===== src/rtl/btm_pkg.sv =====
package btm_pkg;

    typedef enum logic [1:0] {
        BT_TEST  = 2'd0,
        BT_FLIP  = 2'd1,
        BT_SET   = 2'd2,
        BT_CLEAR = 2'd3
    } bt_op_e;

    typedef enum logic [1:0] {
        SZ_W16  = 2'd0,
        SZ_W32  = 2'd1,
        SZ_W64  = 2'd2,
        SZ_RSVD = 2'd3
    } bt_size_e;

    localparam int CARRY_POS = 0;

    function automatic logic size_supported(input bt_size_e sz);
        return (sz == SZ_W16) || (sz == SZ_W32);
    endfunction

    function automatic logic op_writes(input bt_op_e op);
        return op != BT_TEST;
    endfunction

    function automatic logic new_bit(input bt_op_e op, input logic old);
        case (op)
            BT_FLIP:  return ~old;
            BT_SET:   return 1'b1;
            BT_CLEAR: return 1'b0;
            default:  return old;
        endcase
    endfunction

endpackage


===== src/rtl/btm_locate.sv =====
module btm_locate
    import btm_pkg::*;
#(
    parameter int DATA_W = 32,
    parameter int ADDR_W = 32
) (
    input  bt_size_e                      size,
    input  logic                          from_mem,
    input  logic [DATA_W-1:0]             bit_offset,
    input  logic [ADDR_W-1:0]             mem_addr,
    output logic [$clog2(DATA_W)-1:0]     bit_idx,
    output logic [ADDR_W-1:0]             addr_adj,
    output logic                          bad_size
);
    localparam int IDX_W   = $clog2(DATA_W);
    localparam int HALF_W  = DATA_W / 2;
    localparam int HIDX_W  = IDX_W - 1;
    localparam int SH_FULL = $clog2(DATA_W / 8);
    localparam int SH_HALF = $clog2(HALF_W / 8);
    localparam int HQ_W    = HALF_W - HIDX_W;

    logic signed [DATA_W-1:0] quot_full;
    logic signed [HQ_W-1:0]   quot_half_raw;
    logic signed [ADDR_W-1:0] bytes_full;
    logic signed [ADDR_W-1:0] bytes_half;
    logic signed [ADDR_W-1:0] bytes_sel;

    always_comb begin
        quot_full     = $signed(bit_offset) >>> IDX_W;
        quot_half_raw = $signed(bit_offset[HALF_W-1:HIDX_W]);
        bytes_full    = ADDR_W'(quot_full) <<< SH_FULL;
        bytes_half    = ADDR_W'(quot_half_raw) <<< SH_HALF;
        bad_size      = !size_supported(size);

        if (size == SZ_W32) begin
            bit_idx   = bit_offset[IDX_W-1:0];
            bytes_sel = bytes_full;
        end else begin
            bit_idx   = {1'b0, bit_offset[HIDX_W-1:0]};
            bytes_sel = bytes_half;
        end

        if (from_mem && !bad_size) begin
            addr_adj = mem_addr + ADDR_W'(bytes_sel);
        end else begin
            addr_adj = mem_addr;
        end
    end

endmodule


===== src/rtl/btm_modify.sv =====
module btm_modify
    import btm_pkg::*;
#(
    parameter int DATA_W = 32
) (
    input  bt_op_e                        op,
    input  logic [DATA_W-1:0]             value,
    input  logic [$clog2(DATA_W)-1:0]     bit_idx,
    input  logic                          bad_size,
    output logic                          old_bit,
    output logic [DATA_W-1:0]             new_value,
    output logic                          wr
);
    logic [DATA_W-1:0] changed;

    generate
        for (genvar b = 0; b < DATA_W; b++) begin : g_bit
            assign changed[b] = (bit_idx == b) ? new_bit(op, value[b]) : value[b];
        end
    endgenerate

    always_comb begin
        old_bit   = value[bit_idx];
        wr        = op_writes(op) && !bad_size;
        new_value = bad_size ? value : changed;
    end

endmodule


===== src/rtl/bit_test_unit.sv =====
module bit_test_unit
    import btm_pkg::*;
#(
    parameter int DATA_W = 32,
    parameter int ADDR_W = 32,
    parameter int FLAG_W = 8
) (
    input  logic              clk,
    input  logic              rst,
    input  logic              in_valid,
    input  logic [1:0]        op_code,
    input  logic [1:0]        op_size,
    input  logic              from_mem,
    input  logic [DATA_W-1:0] operand,
    input  logic [DATA_W-1:0] bit_offset,
    input  logic [ADDR_W-1:0] mem_addr,
    input  logic [FLAG_W-1:0] flags_in,
    output logic              out_valid,
    output logic              carry,
    output logic [DATA_W-1:0] result,
    output logic              write_en,
    output logic [ADDR_W-1:0] addr_out,
    output logic [FLAG_W-1:0] flags_out,
    output logic              size_err
);
    localparam int IDX_W = $clog2(DATA_W);

    typedef struct packed {
        logic              carry;
        logic [DATA_W-1:0] value;
        logic              wr;
        logic [ADDR_W-1:0] addr;
        logic [FLAG_W-1:0] flags;
        logic              err;
    } resp_t;

    bt_op_e            op_e;
    bt_size_e          size_e;
    logic [IDX_W-1:0]  bit_idx;
    logic [ADDR_W-1:0] addr_adj;
    logic              bad_size;
    logic              old_bit;
    logic [DATA_W-1:0] new_value;
    logic              wr;
    resp_t             resp_d;
    resp_t             resp_q;
    logic              valid_q;

    assign op_e   = bt_op_e'(op_code);
    assign size_e = bt_size_e'(op_size);

    btm_locate #(.DATA_W(DATA_W), .ADDR_W(ADDR_W)) u_locate (
        .size       (size_e),
        .from_mem   (from_mem),
        .bit_offset (bit_offset),
        .mem_addr   (mem_addr),
        .bit_idx    (bit_idx),
        .addr_adj   (addr_adj),
        .bad_size   (bad_size)
    );

    btm_modify #(.DATA_W(DATA_W)) u_modify (
        .op        (op_e),
        .value     (operand),
        .bit_idx   (bit_idx),
        .bad_size  (bad_size),
        .old_bit   (old_bit),
        .new_value (new_value),
        .wr        (wr)
    );

    always_comb begin
        resp_d.carry = bad_size ? flags_in[CARRY_POS] : old_bit;
        resp_d.value = new_value;
        resp_d.wr    = wr;
        resp_d.addr  = addr_adj;
        resp_d.err   = bad_size;
        resp_d.flags = flags_in;
        if (!bad_size) begin
            resp_d.flags[CARRY_POS] = old_bit;
        end
    end

    always_ff @(posedge clk) begin
        if (rst) begin
            valid_q <= 1'b0;
            resp_q  <= '0;
        end else begin
            valid_q <= in_valid;
            if (in_valid) begin
                resp_q <= resp_d;
            end else begin
                resp_q.wr  <= 1'b0;
                resp_q.err <= 1'b0;
            end
        end
    end

    assign out_valid = valid_q;
    assign carry     = resp_q.carry;
    assign result    = resp_q.value;
    assign write_en  = resp_q.wr;
    assign addr_out  = resp_q.addr;
    assign flags_out = resp_q.flags;
    assign size_err  = resp_q.err;

endmodule


===== config.mk =====
export PLATFORM = sky130hd
export DESIGN_NAME = bit_test_unit
export DESIGN_NICKNAME = d
export VERILOG_FILES = /design/src/rtl/btm_pkg.sv /design/src/rtl/btm_locate.sv /design/src/rtl/btm_modify.sv /design/src/rtl/bit_test_unit.sv
export SDC_FILE = /design/constraint.sdc
export NUM_CORES = 1
export LEC_CHECK = 0
export BUFFER_PORTS_ARGS = -buffer_cell sky130_fd_sc_hd__buf_2
export CORE_MARGIN = 2
export CORE_UTILIZATION = 52
export CTS_CLUSTER_DIAMETER = 200
export CTS_CLUSTER_SIZE = 28
export DETAILED_ROUTE_END_ITERATION = 8
export GPL_TIMING_DRIVEN = 0
export PLACE_DENSITY = 0.81
export SLEW_MARGIN = 20
export SYNTH_ARGS = -nofsm -noshare
export SYNTH_HDL_FRONTEND = slang
export SYNTH_SLANG_ARGS = --single-unit

===== constraint.sdc =====
create_clock -name clk -period 3.9 [get_ports clk]
set_input_delay 0.585 -clock clk [delete_from_list [all_inputs] [get_ports clk]]
set_output_delay 0.585 -clock clk [all_outputs]
set_load 0.02 [all_outputs]

* Word level (Yosys, flattened, before mapping)
Cells that the tools add are included.
Widths: inputs -> output; s select.
** Operators by class
- Multiplexer cells :: 71
- $add $sub $neg :: 1
- $lt $le $gt $ge :: 1
- Bitwise gates (word level) :: 33
- Reductions and logical operators :: 8
- Eq/ne operators :: 35
** Operators with widths (count)
- $mux 32 :: 3
- $pmux 1 s3 :: 32
- $eq 5x5->1 const B :: 16
- $eq 5x4->1 const B :: 8
- $mux 1 :: 34
- $not 1->1 :: 33
- $add 32x32->32 :: 1
- $eq 5x3->1 const B :: 4
- $eq 5x2->1 const B :: 2
- $lt 5x6->1 const B :: 1
- $bmux 1 s5 :: 1
- $eq 5x1->1 const B :: 1
- $logic_not 5->1 :: 1
- $mux 5 :: 1
- $eq 2x1->1 const B :: 2
- $eq 2x2->1 const B :: 2
- $logic_and 1x1->1 :: 2
- $logic_not 2->1 :: 1
- $reduce_bool 2->1 :: 1
- $reduce_or 2->1 :: 1
- $logic_not 1->1 :: 1
- $logic_or 1x1->1 :: 1
** Storage, ports and cells
- Output and inout bits :: 76
- Flip-flop bits (word level) :: 76
- Word-level logic and storage cells :: 156
- Bits of input ports :: 112

* Depth between registers and ports, before layout
- Depth after elaboration :: 5
- Gate-level depth with buffers :: 14
- Gate-level depth less buffers :: 12

* Modules after synthesis
From an unflattened synthesis, not the netlist that was laid out.
** Second synthesis, totals
- Cell total of the unflattened synthesis :: 782
- Area total of the unflattened synthesis :: 6084.6 µm²
** Modules (own cells, without submodules)
- bit_test_unit :: area each 2641.3 µm², sequential area each 1501.4 µm², cells an instance 240, times used 1
- btm_locate :: area each 2202.1 µm², sequential area each 0.0 µm², cells an instance 329, times used 1
- btm_modify :: area each 1241.2 µm², sequential area each 0.0 µm², cells an instance 213, times used 1

* Worst setup path after synthesis
Ideal clock, no wire load.
- Path kind :: input to register
- From :: input op_size[0]
- To :: register resp_q, in the netlist addr_out[31]
- Slack :: 0.706 ns
- Setup time :: 0.116 ns
- Buffers on the path :: 3
- Data required time :: 3.784 ns
- Data arrival time :: 3.078 ns
- Stages :: 14
- Cells stage by stage :: nor2b_1 -> nor2b_1 -> clkbuf_1 -> clkbuf_1 -> a21o_1 -> ha_1 -> clkbuf_1 -> a21oi_1 -> o21bai_1 -> a21oi_1 -> a211o_1 -> a31oi_1 -> or3_1 -> a31o_1
** Between the ends
- Cells in the longest elaborated chain, start to end :: 4
- Elaborated cells on any way between the ends :: 7
- Those cells by class :: 1 x add/sub; 1 x eq/ne; 2 x mux; 3 x reduce/logical
** Ends and longest elaborated chain
- start, declared :: RTL line bit_test_unit.sv:12 : input logic [1:0] op_size,
- $eq 2x1->1 or $logic_not 2->1 (tied branches) :: RTL line btm_pkg.sv:20, btm_locate.sv:35
- $mux 32 or $logic_or 1x1->1 (tied branches) :: RTL line btm_locate.sv:35, btm_pkg.sv:20
- $add 32x32->32 or $logic_and 1x1->1 (tied branches) :: RTL line btm_locate.sv:44, btm_locate.sv:43
- $mux 32 (*) :: RTL line btm_locate.sv:43 : if (from_mem && !bad_size) begin
- end signal, assigned :: RTL line bit_test_unit.sv:91 : resp_q <= resp_d;
- end, declared :: RTL line bit_test_unit.sv:46 : resp_t resp_q;
Mark *: on every way between the ends. The rest lies on a longest branch, timed or not.
A chain may end at the register's enable or synchronous reset.

* Final worst setup path
- From :: input op_size[1]
- To :: register resp_q, in the netlist addr_out[31]
The elaborated chain is that of the path after synthesis.

==> reports/qor_table.md <==
| Result | This run |
|---|---|
| Deepest level of the CTS H-tree | 3 |
| Final WS setup | 0.3128 ns |
| Ratio of routed vias to standard cells | 6.149 |
| Die width | 110.9 um |
| Cell variety after synth | 66 |
| Post-CTS Setup Bufs | 0 |
| Final standard cell area without fillers | 7351 sq um |
| Max FO, Critical Path | 10 |
| Power density normalized to cell area | 349.5 nW/um^2 |
| Finished Core Util | 65.21% |
| Setup repair after global routing missed its margin | false |
| Synth warn | 0 |
| Cts repair resizes | 0 |
| Pin count of the biggest net entering global routing | 13 |
| Fraction of the mapped netlist area in compound gates | 29.00% |
| Average wire per standard cell | 18.23 um |
| Share of Yosys cell area claimed by the top area cell type | 25.25% |
| Leak | 0.003353 uW |
| Effective utilization at floorplan | 52.75% |
| Yosys reg bits | 75 |
| Simple-Gate Fraction of Synth Area | 21.46% |
| Count of vias placed by the detailed router | 6758 |
| Max_cap viols | 0 |
| Area enclosed by the die boundary | 12310 sq um |
| I/O pin count | 188 |
| Pre-CTS setup slack | 0.06456 ns |
| Number of cells produced by synthesis | 756 |
| Path depth of the worst reg2reg path | 4 |
| Slew of the pin with the lowest slew margin | 0.6480 ns |
| Final net count | 1096 |
| Root buffer cell | sky130_fd_sc_hd__clkbuf_16 |
| WS Path Type | input port to flop |
| Cts-stage hold buffer count | 0 |
| Row Count | 39 |
| Total length of routed wires | 20040 um |
| Minimum clock period | 3.587 ns |
| Clock skew | 0 ns |
| Final sum of negative setup slack | 0 ns |
| Hold Crit Class | flop to flop |
| Critical path data arrival time | 3.83 ns |
| Initial detailed-routing violation count | 682 |
| Number of flops mapped to enable cells by yosys | 0 |
| Met1 Track Usage GR | 41.14% |
| Global routing usage on met3 | 6.506% |
| Crit start category | input port |
| Overflow left after global routing | 0 |
| Final worst path period share | 91.98% |
| Die span in y | 110.9 um |
| First-pass GRT wire length | 31040 um |
| Number of iterations in the first detailed-routing pass | 5 |
| Slew margin rel. | 56.40% |
| Peak clock frequency supported by timing | 0.2788 GHz |
| Layout overhead on the synthesized area | 23.63% |
| Ratio of cells with drive above 1 in the final layout | 24.08% |
| Number of instances on the worst hold path | 2 |
| Worst-case vdd ir drop | 0.1975 mV |
| XOR/XNOR share of the synthesized area | 2.357% |
| All-Layer GR Usage | 31.32% |
| RD Place Congestion | 0.9539 |
| Register area share after synthesis | 25.25% |
| Clock network latency to the later pin of the worst-skew pair | 0.35 ns |
| Total of buffers placed on input and output ports | 184 |
| Fraction of synthesized area in multiplexers | 9.533% |
| Number of sinks driven by the clock tree | 75 |
| HPWL after detailed placement | 15460 um |
| Standard cell area after detailed placement | 7046 sq um |
| Req. time, crit path | 4.15 ns |
| Number of setup violations in the final report | 0 |
| Arithmetic-cell share of the synthesized area counting full adders, half adders and majority gates | 7.071% |
| Post-synth design cell area | 5946 sq um |
| Count of endpoints failing hold in the final timing report | 0 |
| Max clock buf depth | 2 |
| Reg-to-reg slack, setup | 2.89 ns |
| Number of max-slew violations in the final report | 0 |
| Clock transition at the register clock pins on the worst setup and hold paths after CTS | 0.06 ns |
| Top cells by area in the synthesized netlist | sky130_fd_sc_hd__dfxtp_1, sky130_fd_sc_hd__ha_1, sky130_fd_sc_hd__nor2_1 |
| Post-synthesis async set-or-reset flop share | 0% |
| Type of destination of the critical path | flop |
| Post-DRT Antenna Nets | 0 |
| Number of antenna violations at the first check in global routing | 1 |
| TritonCTS Buffers | 9 |
| Cell accounting for the most synthesized area | sky130_fd_sc_hd__dfxtp_1 |
| Syn_nets | 901 |
| Vias in the first global route | 6042 |
| Standard cell core area | 11270 sq um |
| Detailed-route DRC error count | 0 |
| Outcome | complete, no violations |
| Mean area per synthesized cell | 7.865 sq um |
| Most common flop cell mapped by yosys | sky130_fd_sc_hd__dfxtp_1 |
| Most Crowded Layer GR | met2 |
| Met2 layer usage reported by global route | 51.49% |
| TritonCTS clock tree | done |
| Dominant combinational cell family by area after synthesis | compound AO/OA/AOI/OAI gates |
[registers in the layout, indices dropped and copies added, names as in the netlist]
name and count:
addr_out 32, flags_out 8, out_valid 1, result 32, size_err 1, write_en 1
[per-stage QoR]
stage | power, uW | hold WS (ns) | instances
5_1_grt | 2682 | 0.4785 | 1099
3_5_place_dp | 1686 | 0.4571 | 1083
2_1_floorplan | 1423 | 0.5352 | 756
6_report | 2569 | 0.4691 | 1099
4_1_cts | 2558 | 0.4681 | 1098
3_3_place_gp | 1676 | 0.4529 | 1083
[cells by family after synthesis]
group	count (synthesis)
AO/OA/AOI/OAI	248
XOR/XNOR	16
adder cells (fa/ha/maj)	33
buffers and inverters	71
flip-flops	75
multiplexers	42
AND/OR/NAND/NOR	271
[cells in the mapped netlist (3+ instances only)]
master and n:
sky130_fd_sc_hd__o221ai_1 16, sky130_fd_sc_hd__ha_1 32, sky130_fd_sc_hd__nand2_1 76, sky130_fd_sc_hd__mux4_2 5
sky130_fd_sc_hd__inv_1 11, sky130_fd_sc_hd__xnor2_1 5, sky130_fd_sc_hd__nor4_2 3, sky130_fd_sc_hd__and3_1 3
sky130_fd_sc_hd__xor2_1 11, sky130_fd_sc_hd__nand4_1 5, sky130_fd_sc_hd__o21ai_0 31, sky130_fd_sc_hd__dfxtp_1 75
sky130_fd_sc_hd__o21bai_1 4, sky130_fd_sc_hd__a211oi_1 32, sky130_fd_sc_hd__nor2b_1 12, sky130_fd_sc_hd__a21o_1 35
sky130_fd_sc_hd__and2_1 3, sky130_fd_sc_hd__o21a_1 5, sky130_fd_sc_hd__o211ai_1 7, sky130_fd_sc_hd__mux2i_1 30
sky130_fd_sc_hd__nor2_1 84, sky130_fd_sc_hd__mux4_1 5, sky130_fd_sc_hd__o21ai_1 7, sky130_fd_sc_hd__a32oi_1 16
sky130_fd_sc_hd__or3_1 5, sky130_fd_sc_hd__a311oi_1 13, sky130_fd_sc_hd__nand2b_1 27, sky130_fd_sc_hd__o22ai_1 3
sky130_fd_sc_hd__nand3_1 16, sky130_fd_sc_hd__a31oi_1 6, sky130_fd_sc_hd__nor4_1 4, sky130_fd_sc_hd__buf_2 6
sky130_fd_sc_hd__buf_6 3, sky130_fd_sc_hd__a31o_1 3, sky130_fd_sc_hd__nor3_1 26, sky130_fd_sc_hd__nor3_2 3
sky130_fd_sc_hd__a21oi_1 51, sky130_fd_sc_hd__clkbuf_1 45
[layout by cell type (no fill, tap or decap), types with 4 or more instances in the layout]
cell type,synthesis,routed
sky130_fd_sc_hd__a211oi_1,32,32
sky130_fd_sc_hd__a21o_1,35,35
sky130_fd_sc_hd__a21oi_1,51,51
sky130_fd_sc_hd__a311oi_1,13,13
sky130_fd_sc_hd__a31oi_1,6,6
sky130_fd_sc_hd__a32oi_1,16,16
sky130_fd_sc_hd__buf_2,6,190
sky130_fd_sc_hd__clkbuf_1,45,45
sky130_fd_sc_hd__clkbuf_16,0,9
sky130_fd_sc_hd__dfxtp_1,75,75
sky130_fd_sc_hd__ha_1,32,32
sky130_fd_sc_hd__inv_1,11,11
sky130_fd_sc_hd__mux2i_1,30,30
sky130_fd_sc_hd__mux4_1,5,5
sky130_fd_sc_hd__mux4_2,5,5
sky130_fd_sc_hd__nand2_1,76,76
sky130_fd_sc_hd__nand2b_1,27,27
sky130_fd_sc_hd__nand3_1,16,16
sky130_fd_sc_hd__nand4_1,5,5
sky130_fd_sc_hd__nor2_1,84,84
sky130_fd_sc_hd__nor2b_1,12,12
sky130_fd_sc_hd__nor3_1,26,26
sky130_fd_sc_hd__nor4_1,4,4
sky130_fd_sc_hd__o211ai_1,7,7
sky130_fd_sc_hd__o21a_1,5,5
sky130_fd_sc_hd__o21ai_0,31,31
sky130_fd_sc_hd__o21ai_1,7,7
sky130_fd_sc_hd__o21bai_1,4,4
sky130_fd_sc_hd__o221ai_1,16,16
sky130_fd_sc_hd__or3_1,5,5
sky130_fd_sc_hd__xnor2_1,5,5
sky130_fd_sc_hd__xor2_1,11,11
[metal layers]
metal  wire length (um)  vias up
li1                   -     3217
met1               8363     3137
met2               9251      367
met3               1975       37
met4                448        0
met5                  0        -
[worst max-delay path, cell delays in order]
cell                       delay, ns
sky130_fd_sc_hd__buf_2          0.16
sky130_fd_sc_hd__nor2b_1        0.32
sky130_fd_sc_hd__nor2b_1        0.09
sky130_fd_sc_hd__clkbuf_1       0.19
sky130_fd_sc_hd__clkbuf_1       0.24
sky130_fd_sc_hd__a21o_1         0.20
sky130_fd_sc_hd__ha_1           0.26
sky130_fd_sc_hd__clkbuf_1       0.22
sky130_fd_sc_hd__a21oi_1        0.36
sky130_fd_sc_hd__o21bai_1       0.10
sky130_fd_sc_hd__a21oi_1        0.32
sky130_fd_sc_hd__a211o_1        0.19
sky130_fd_sc_hd__a31oi_1        0.05
sky130_fd_sc_hd__or3_1          0.33
sky130_fd_sc_hd__a31o_1         0.22
[worst paths after layout]
path | start | endpoint
worst max-delay path | op_size[1] | addr_out[31]
worst min-delay path | result[0] | result[0]
worst max register to register | addr_out[27] | addr_out[27]
worst min register to register | result[0] | result[0]
[power breakdown]
part           total, uW  internal [uW]  switching (uW)
logic                843            325             518
registers            851            821            30.4
clock network        874            526             348
[layout make-up]
| class | instances | area (sq um) |
|---|---|---|
| Multi-Input combinational cell | 610 | 4128 |
| Fill cell | 1005 | 3921 |
| Sequential cell | 75 | 1501 |
| Timing Repair Buffer | 184 | 920.9 |
| Buffer | 60 | 275.3 |
| Clock buffer | 11 | 252.7 |
| Tap cell | 143 | 178.9 |
| Clock inverter | 4 | 50.05 |
| Inverter | 11 | 41.29 |
| Antenna cell | 1 | 2.502 |
Power figures use the tool's default switching activity.
